### src/rtl/dsc_pkg.sv
`timescale 1ns/1ps
// Package: shared constants for the serial display control interface.
// Assumes a byte of BYTE_W bits whose MSB selects one of NUM_WORDS words.
package dsc_pkg;
    localparam int BYTE_W    = 8;
    localparam int WORD_W    = BYTE_W - 1;
    localparam int NUM_WORDS = 2;
    localparam int PWM_W     = 4;
    localparam int CUR_W     = 2;
    localparam int CUR_LSB   = PWM_W;
    localparam int RUN_BIT   = PWM_W + CUR_W;
    localparam int DOUT_BIT  = 0;
    localparam int PRESC_BIT = 1;
    localparam int CNT_W     = $clog2(BYTE_W + 2);

    typedef logic [WORD_W-1:0] word_t;
endpackage

### src/rtl/dsc_sync.sv
`timescale 1ns/1ps
// Module: dsc_sync
// Synchronizes a vector of asynchronous inputs into the clk domain through
// STAGES flops per bit. Assumes each input is held much longer than one
// clk period, so bits arriving one cycle apart from each other is harmless.
module dsc_sync #(
    parameter int              STAGES  = 2,
    parameter int              WIDTH   = 4,
    parameter logic [WIDTH-1:0] RST_VAL = '0
) (
    input  logic             clk,
    input  logic             rst_n,
    input  logic [WIDTH-1:0] d,
    output logic [WIDTH-1:0] q
);
    logic [WIDTH-1:0] stg [STAGES];

    for (genvar g = 0; g < STAGES; g++) begin : g_stage
        if (g == 0) begin : g_first
            // First stage: sample the raw pins
            always_ff @(posedge clk) begin
                if (!rst_n) stg[g] <= RST_VAL;
                else        stg[g] <= d;
            end
        end else begin : g_next
            // Later stages: pass the previous stage along
            always_ff @(posedge clk) begin
                if (!rst_n) stg[g] <= RST_VAL;
                else        stg[g] <= stg[g-1];
            end
        end
    end

    assign q = stg[STAGES-1];
endmodule

### src/rtl/dsc_shift.sv
`timescale 1ns/1ps
// Module: dsc_shift
// Detects edges on the synchronized serial lines and shifts qualified bits
// in MSB first. It counts them, latches a byte that is exactly BYTE_W bits
// long when the enable rises, and emits a one-cycle commit on the next
// shift-clock fall. Assumes synchronized inputs.
module dsc_shift
    import dsc_pkg::*;
(
    input  logic              clk,
    input  logic              rst_n,
    input  logic              sclk_s,
    input  logic              din_s,
    input  logic              ce_n_s,
    input  logic              rs_s,
    output logic              commit_vld,
    output logic [BYTE_W-1:0] commit_byte
);
    localparam logic [CNT_W-1:0] CNT_FULL = CNT_W'(BYTE_W);
    localparam logic [CNT_W-1:0] CNT_SAT  = CNT_W'(BYTE_W + 1);
    localparam logic [CNT_W-1:0] CNT_ONE  = CNT_W'(1);

    logic              sclk_q, ce_n_q;
    logic              rise, fall, ce_rise, ce_fall, shift_en;
    logic [BYTE_W-1:0] shreg, hold_q;
    logic [CNT_W-1:0]  cnt;
    logic              pend_q;

    assign rise     = sclk_s & ~sclk_q;
    assign fall     = ~sclk_s & sclk_q;
    assign ce_rise  = ce_n_s & ~ce_n_q;
    assign ce_fall  = ~ce_n_s & ce_n_q;
    assign shift_en = rise & ~ce_n_s & rs_s;

    // Keep last-cycle levels for edge detection
    always_ff @(posedge clk) begin
        if (!rst_n) begin
            sclk_q <= 1'b0;
            ce_n_q <= 1'b1;
        end else begin
            sclk_q <= sclk_s;
            ce_n_q <= ce_n_s;
        end
    end

    // Shift qualified bits in, MSB first
    always_ff @(posedge clk) begin
        if (!rst_n)        shreg <= '0;
        else if (shift_en) shreg <= {shreg[BYTE_W-2:0], din_s};
    end

    // Count qualified bits, saturating just above a full byte
    always_ff @(posedge clk) begin
        if (!rst_n)                          cnt <= '0;
        else if (ce_fall)                    cnt <= shift_en ? CNT_ONE : '0;
        else if (shift_en && cnt != CNT_SAT) cnt <= cnt + 1'b1;
    end

    // Latch a full byte at the enable rise, release it at the commit fall
    always_ff @(posedge clk) begin
        if (!rst_n) begin
            pend_q <= 1'b0;
            hold_q <= '0;
        end else if (ce_rise) begin
            pend_q <= (cnt == CNT_FULL);
            hold_q <= shreg;
        end else if (fall && pend_q) begin
            pend_q <= 1'b0;
        end
    end

    assign commit_vld  = fall & pend_q;
    assign commit_byte = hold_q;


    rs_low_hold_chk: assert property (@(posedge clk) disable iff (!rst_n)
        !rs_s |=> $stable(shreg));

    short_drop_chk: assert property (@(posedge clk) disable iff (!rst_n)
        (ce_rise && cnt != CNT_FULL) |=> !pend_q);

    one_commit_chk: assert property (@(posedge clk) disable iff (!rst_n)
        (commit_vld && !ce_rise) |=> !pend_q);
endmodule

### src/rtl/dsc_words.sv
`timescale 1ns/1ps
// Module: dsc_words
// Holds the control words. A commit writes the low WORD_W bits of the
// byte into the word that the byte's MSB selects; the other word is left
// untouched. Assumes NUM_WORDS is 2 (one select bit).
module dsc_words
    import dsc_pkg::*;
(
    input  logic                             clk,
    input  logic                             rst_n,
    input  logic                             commit_vld,
    input  logic [BYTE_W-1:0]                commit_byte,
    output logic [NUM_WORDS-1:0][WORD_W-1:0] words_q
);
    logic sel;
    assign sel = commit_byte[BYTE_W-1];

    for (genvar g = 0; g < NUM_WORDS; g++) begin : g_word
        // Load this word when a commit selects it
        always_ff @(posedge clk) begin
            if (!rst_n)
                words_q[g] <= '0;
            else if (commit_vld && sel == 1'(g))
                words_q[g] <= commit_byte[WORD_W-1:0];
        end
    end


    idle_hold_chk: assert property (@(posedge clk) disable iff (!rst_n)
        !commit_vld |=> $stable(words_q));

    w0_load_chk: assert property (@(posedge clk) disable iff (!rst_n)
        (commit_vld && !commit_byte[BYTE_W-1])
            |=> words_q[0] == $past(commit_byte[WORD_W-1:0]));

    w1_keeps_w0_chk: assert property (@(posedge clk) disable iff (!rst_n)
        (commit_vld && commit_byte[BYTE_W-1]) |=> $stable(words_q[0]));
endmodule

### src/rtl/disp_ctrl_serial.sv
`timescale 1ns/1ps
// Module: disp_ctrl_serial
// Serial configuration front end of an LED matrix driver. It synchronizes
// the serial lines, assembles bytes, commits them into two control words
// and decodes the word fields onto outputs. Assumes every serial level is
// held for at least SYNC_STAGES+2 clk cycles.
module disp_ctrl_serial
    import dsc_pkg::*;
#(
    parameter int SYNC_STAGES = 2
) (
    input  logic             clk,
    input  logic             rst_n,
    input  logic             ser_clk,
    input  logic             ser_din,
    input  logic             ser_ce_n,
    input  logic             reg_sel,
    output logic [PWM_W-1:0] pwm_level,
    output logic [CUR_W-1:0] peak_cur,
    output logic             sleep,
    output logic             osc_en,
    output logic             drv_en,
    output logic             dout_simul,
    output logic             prescale_sel
);
    logic [3:0]                       pins_s;
    logic                             commit_vld;
    logic [BYTE_W-1:0]                commit_byte;
    logic [NUM_WORDS-1:0][WORD_W-1:0] words;
    logic                             awake;
    logic                             unused_w1_hi;

    dsc_sync #(
        .STAGES (SYNC_STAGES),
        .WIDTH  (4),
        .RST_VAL(4'b0010)
    ) u_sync (
        .clk  (clk),
        .rst_n(rst_n),
        .d    ({ser_clk, ser_din, ser_ce_n, reg_sel}),
        .q    (pins_s)
    );

    dsc_shift u_shift (
        .clk        (clk),
        .rst_n      (rst_n),
        .sclk_s     (pins_s[3]),
        .din_s      (pins_s[2]),
        .ce_n_s     (pins_s[1]),
        .rs_s       (pins_s[0]),
        .commit_vld (commit_vld),
        .commit_byte(commit_byte)
    );

    dsc_words u_words (
        .clk        (clk),
        .rst_n      (rst_n),
        .commit_vld (commit_vld),
        .commit_byte(commit_byte),
        .words_q    (words)
    );

    // Field decode of the active words
    assign pwm_level    = words[0][PWM_W-1:0];
    assign peak_cur     = words[0][CUR_LSB +: CUR_W];
    assign awake        = words[0][RUN_BIT];
    assign sleep        = ~awake;
    assign osc_en       = awake;
    assign drv_en       = awake;
    assign dout_simul   = words[1][DOUT_BIT];
    assign prescale_sel = words[1][PRESC_BIT];
    assign unused_w1_hi = ^words[1][WORD_W-1:PRESC_BIT+1];


    sleep_gate_chk: assert property (@(posedge clk) disable iff (!rst_n)
        sleep |-> (!osc_en && !drv_en));
endmodule

### config.mk
export PLATFORM = sky130hd
export DESIGN_NAME = disp_ctrl_serial
export DESIGN_NICKNAME = d
export VERILOG_FILES = /design/src/rtl/dsc_pkg.sv /design/src/rtl/dsc_sync.sv /design/src/rtl/dsc_shift.sv /design/src/rtl/dsc_words.sv /design/src/rtl/disp_ctrl_serial.sv
export SDC_FILE = /design/constraint.sdc
export NUM_CORES = 1
export LEC_CHECK = 0
export BUFFER_PORTS_ARGS = -buffer_cell sky130_fd_sc_hd__buf_4
export CORE_UTILIZATION = 40
export CTS_BUF_LIST = sky130_fd_sc_hd__clkbuf_4 sky130_fd_sc_hd__clkbuf_8
export DETAILED_ROUTE_END_ITERATION = 8
export SYNTH_ARGS = -nofsm -noshare
export SYNTH_HDL_FRONTEND = slang
export SYNTH_HIERARCHICAL = 1
export SYNTH_SLANG_ARGS = --single-unit
### constraint.sdc
create_clock -name clk -period 1.53 [get_ports clk]
set_input_delay 0.306 -clock clk [delete_from_list [all_inputs] [get_ports clk]]
set_output_delay 0.306 -clock clk [all_outputs]
set_load 0.01 [all_outputs]
# Word-level counts from Yosys, hierarchy flattened
# Memories as Yosys holds them, arrays and structs flattened.
# Index checks and enable logic that the tools add are counted.
[totals]
ff_bits = 32
latch_bits = 0
ramBits = 8
romBits = 0
input_bits = 6
output_inout_bits = 11
wordCells = 42
memories = 1
[classes]
n_addsub = 1
n_mul = 0
div_mod_pow = 0
n_lt_le_gt_ge = 0
eq_ne = 2
n_shift = 0
muxes = 9
bitwise_logic = 15
reduce_logical = 6
[mem_list]
columns = ["memory", "words", "word_bits", "rd", "rd_ports_with_merged_regs", "write_ports", "line", "source"]
rows = [
  ["u_sync.stg", 2, 4, 2, 0, 2, "dsc_sync.sv:16", "logic [WIDTH-1:0] stg [STAGES];"],
]
[op_table]
columns = ["operator", "count"]
rows = [
  ["$mux 4", 4],
  ["$and 1x1->1", 7],
  ["$not 1->1", 6],
  ["$mux 1", 5],
  ["$add 4x1->4 const B", 1],
  ["$eq 4x4->1 const B", 1],
  ["$logic_and 1x1->1", 4],
  ["$ne 4x4->1 const B", 1],
  ["$reduce_bool 2->1", 2],
  ["$or 1x1->1", 2],
]

# Depth between registers and ports, before layout
[depth]
ltp_word = 7
mapped_depth = 5
depth_no_buf = 5

# Cells and area by module
# The synthesis kept the hierarchy.
[modules_own_cells]
columns = ["mod", "instances", "cells_per_inst", "area_per_inst_um2", "seq_area_each_um2"]
rows = [
  ["dsc_shift", 1, 112, 988.4, 460.4],
  ["dsc_words", 1, 55, 540.5, 280.3],
  ["dsc_sync", 1, 16, 210.2, 160.2],
  ["disp_ctrl_serial", 1, 2, 11.3, 0.0],
]

# Worst setup path after synthesis
# No wires, ideal clock.
[synth_timing]
path_kind = "reg-to-reg"
start = "reg u_shift.cnt[1]"
end = "reg u_shift.cnt[2]"
setup_time_ns = 0.070
t_arrival_ns = 1.252
t_required_ns = 1.460
setup_slack_ns = 0.209
stages_incl_launch_ff = 6
path_buffers = 0
period_less_slack_ns = 1.321
cell_sequence = "dfxtp_1 > inv_1 > ha_1 > and3b_1 > or4_1 > a21oi_1"
[synth_via]
elab_chain_len = 3
elab_cells_between_ends = 6
cone_classes = "1 x add/sub; 1 x eq/ne; 2 x mux; 2 x reduce/logical"
[synth_rtl]
columns = ["element", "line", "source"]
rows = [
  ["start, declared", "dsc_shift.sv:26", "logic [CNT_W-1:0] cnt;"],
  ["start signal, assigned", "dsc_shift.sv:55", "else if (ce_fall) cnt <= shift_en ? CNT_ONE : '0;"],
  ["start signal, assigned", "dsc_shift.sv:56", "else if (shift_en && cnt != CNT_SAT) cnt <= cnt + 1'b1;"],
  ["$add 4x1->4 or $ne 4x4->1 (tied branches)", "dsc_shift.sv:56", ""],
  ["$mux 4 or $logic_and 1x1->1 (tied branches)", "dsc_shift.sv:56", ""],
  ["$mux 4 or $reduce_bool 2->1 (tied branches)", "-", ""],
]
# Several ways; a longest one is shown, not always the timed one. The select of a mux whose other input is x is not followed.
# A chain may end at the register's enable or synchronous reset.

# Worst setup path in the final report
# Same ends and word-level chain as after synthesis.

==> summary.txt <==
Top-Level Pins - 17
RSZ-0062 raised after global routing - false
All-Layer GR Usage - 14.1%
TritonCTS clock tree - done
Placed Instances - 227
Remaining Overflow, GRT - 0
Seq pwr share - 54.1%
# diodes - 0
initial core utilization - 42.6%
switching power - 0.378 mW
part of the power in combinational logic - 2.5%
first-pass GRT wire length - 4460 um
status - completed
internal power - 1.58 mW
peak supply drop - 0.612 mV
Die Wd - 64.9 um
initial antenna violation count - 0
number of routed nets with antenna violations - 0
Max Clk Rate - 702 MHz
IO buf count - 16
DRC - 0
clock tree buffer depth - 2
Hold Fails Final Rpt - 0
initial DRC count - 46
number of global-route vias before repair - 1005
pin count of the biggest net entering global routing - 48
maximum level of the CTS H-tree - 2
Post-Route WL - 2660 um
RePlAce Congestion - 0.703
Final #Nets - 195
area growth from synthesis to layout - 16.2%
share of cells above drive strength 1 - 16.0%
post-route insts no fill - 235
hold path depth - 2
FF-to-FF setup slack - 0.11 ns
clock skew after layout - 0.00599 ns
Worst Hold Class - in2reg
sw frac - 19.3%
Reg clk slew, reported paths - 0.07 ns
syn avg cell area - 9.30 sq um
crit path time final - 1.42 ns
Final Max Tran Viols - 0
Clock power frac - 43.4%
vias per cell - 4.74
DP Wirelength - 1800 um
Post-Route Setup TNS - 0 ns
FP Rows - 22
Die Span Y - 64.9 um
area of the mapped netlist - 0.00158 sq mm
Num CTS Buffers - 5
syn nets - 179
Critical Path RT - 1.74 ns
Initial DRT Pass Iterations - 4
Yosys Warn Count - 6
CP Capture Type - flop
share of the clock period used by the worst path after layout - 93.1%
core area - 0.00372 sq mm
worst reg2reg path depth - 5
leakage power - 0.676 nW
vias - 1113
max-cap viol count - 0
Root Buffer - clkbuf_8
Die Area - 0.00421 sq mm
critical path class - reg2reg
crit-path max FO - 5
Crit path arrival time - 1.64 ns
clk sinks - 40
Worst Tran Pin Value - 0.383 ns
pwr dens - 1060 mW/mm^2
clk_lat worst skew - 0.28 ns
Synth Instances - 170
Startpoint Class - flop
Fill cells - 363
max_slew headroom - 74.4%
Final Setup Violations - 0
Wirelength per Cell - 11.3 um
==> worst max-delay path, cell delays in order, from the launching register on <==
cell,delay (ns)
dfxtp_2,0.36
inv_1,0.07
ha_1,0.18
and3b_1,0.22
or4_1,0.40
a21oi_1,0.13
==> power groups by stage <==
stage / Sequential, mW / Combinational, mW / Clock [mW]
finish: 1.06 / 0.0491 / 0.848
global route: 1.06 / 0.0545 / 0.914
CTS: 1.06 / 0.0499 / 0.876
detailed placement: 1.08 / 0.0495 / 0
global placement: 1.08 / 0.0488 / 0
floorplan: 1.08 / 0.0330 / 0
==> metal layers <==
layer | vias up | global-route usage (%) | wire length [um]
met4 | 0 | 5.83 | 47
met3 | 4 | 5.28 | 139
met1 | 495 | 17.2 | 1270
met5 | - | 0 | 0
li1 | 581 | - | -
met2 | 33 | 22.3 | 1210
==> metrics by stage <==
step                cell area (sq um)  hold WS [ns]  utilization, %  power [mW]  setup WS [ns]
floorplan                        1580         0.379               -        1.11          0.209
global placement                 1730         0.394            46.4        1.13          0.184
detailed placement               1730         0.399            46.4        1.13         0.0876
CTS                              1840         0.201            49.4        1.98         0.0562
global route                     1840         0.207            49.5        2.03         0.0169
finish                           1840         0.212            49.5        1.96          0.106
==> cells in the final DEF, fill, tap and decap left out, drive strengths merged <==
master   count
nand3        1
nand4b       1
bufinv       1
and3b        1
o21ai        3
nand3b       2
a21o         1
a211oi       1
nand2       50
nor4         1
and4bb       1
dfxtp       40
nand4bb      1
ha           3
clkbuf       6
nand4        1
mux2i       10
a21oi        2
clkinv       1
nand2b       5
nor2         1
and2         8
inv          5
or4          1
a21boi      17
nor2b        2
o211ai       1
buf         20
==> flip-flops by register name, indices dropped and copies added, names as in the netlist <==
signal / count
u_shift/sclk_q: 1
u_shift/commit_byte: 8
u_shift/cnt: 4
u_shift/pend_q: 1
u_sync/stg: 8
u_shift/shreg: 8
u_words/words_q: 9
u_shift/ce_n_q: 1
==> timing repair <==
action                                  4_1_cts  5_1_grt
gates resized for setup                       0        1
hold buffers                                  0        0
endpoints found under the setup margin        0        1
buffers inserted                              0        0
==> worst paths after layout <==
path	startpoint	end
max	u_shift/cnt[1]	u_shift/cnt[2]
min	ser_ce_n	u_sync/stg[0][1]
max reg2reg	u_shift/cnt[1]	u_shift/cnt[2]
min reg2reg	u_sync/stg[0][1]	u_sync/stg[1][1]
==> layout make-up <==
cell class	count	area, sq um	share of cell area [%]
inverter	5	18.8	1.02
sequential	40	802	43.6
tap	48	60.1	3.27
multi-input combinational	114	696	37.8
timing repair buffer	20	150	8.17
clock inverter	2	35.0	1.91
clock buffer	6	76.3	4.15
Note: power is estimated with default switching activity, not from simulation.
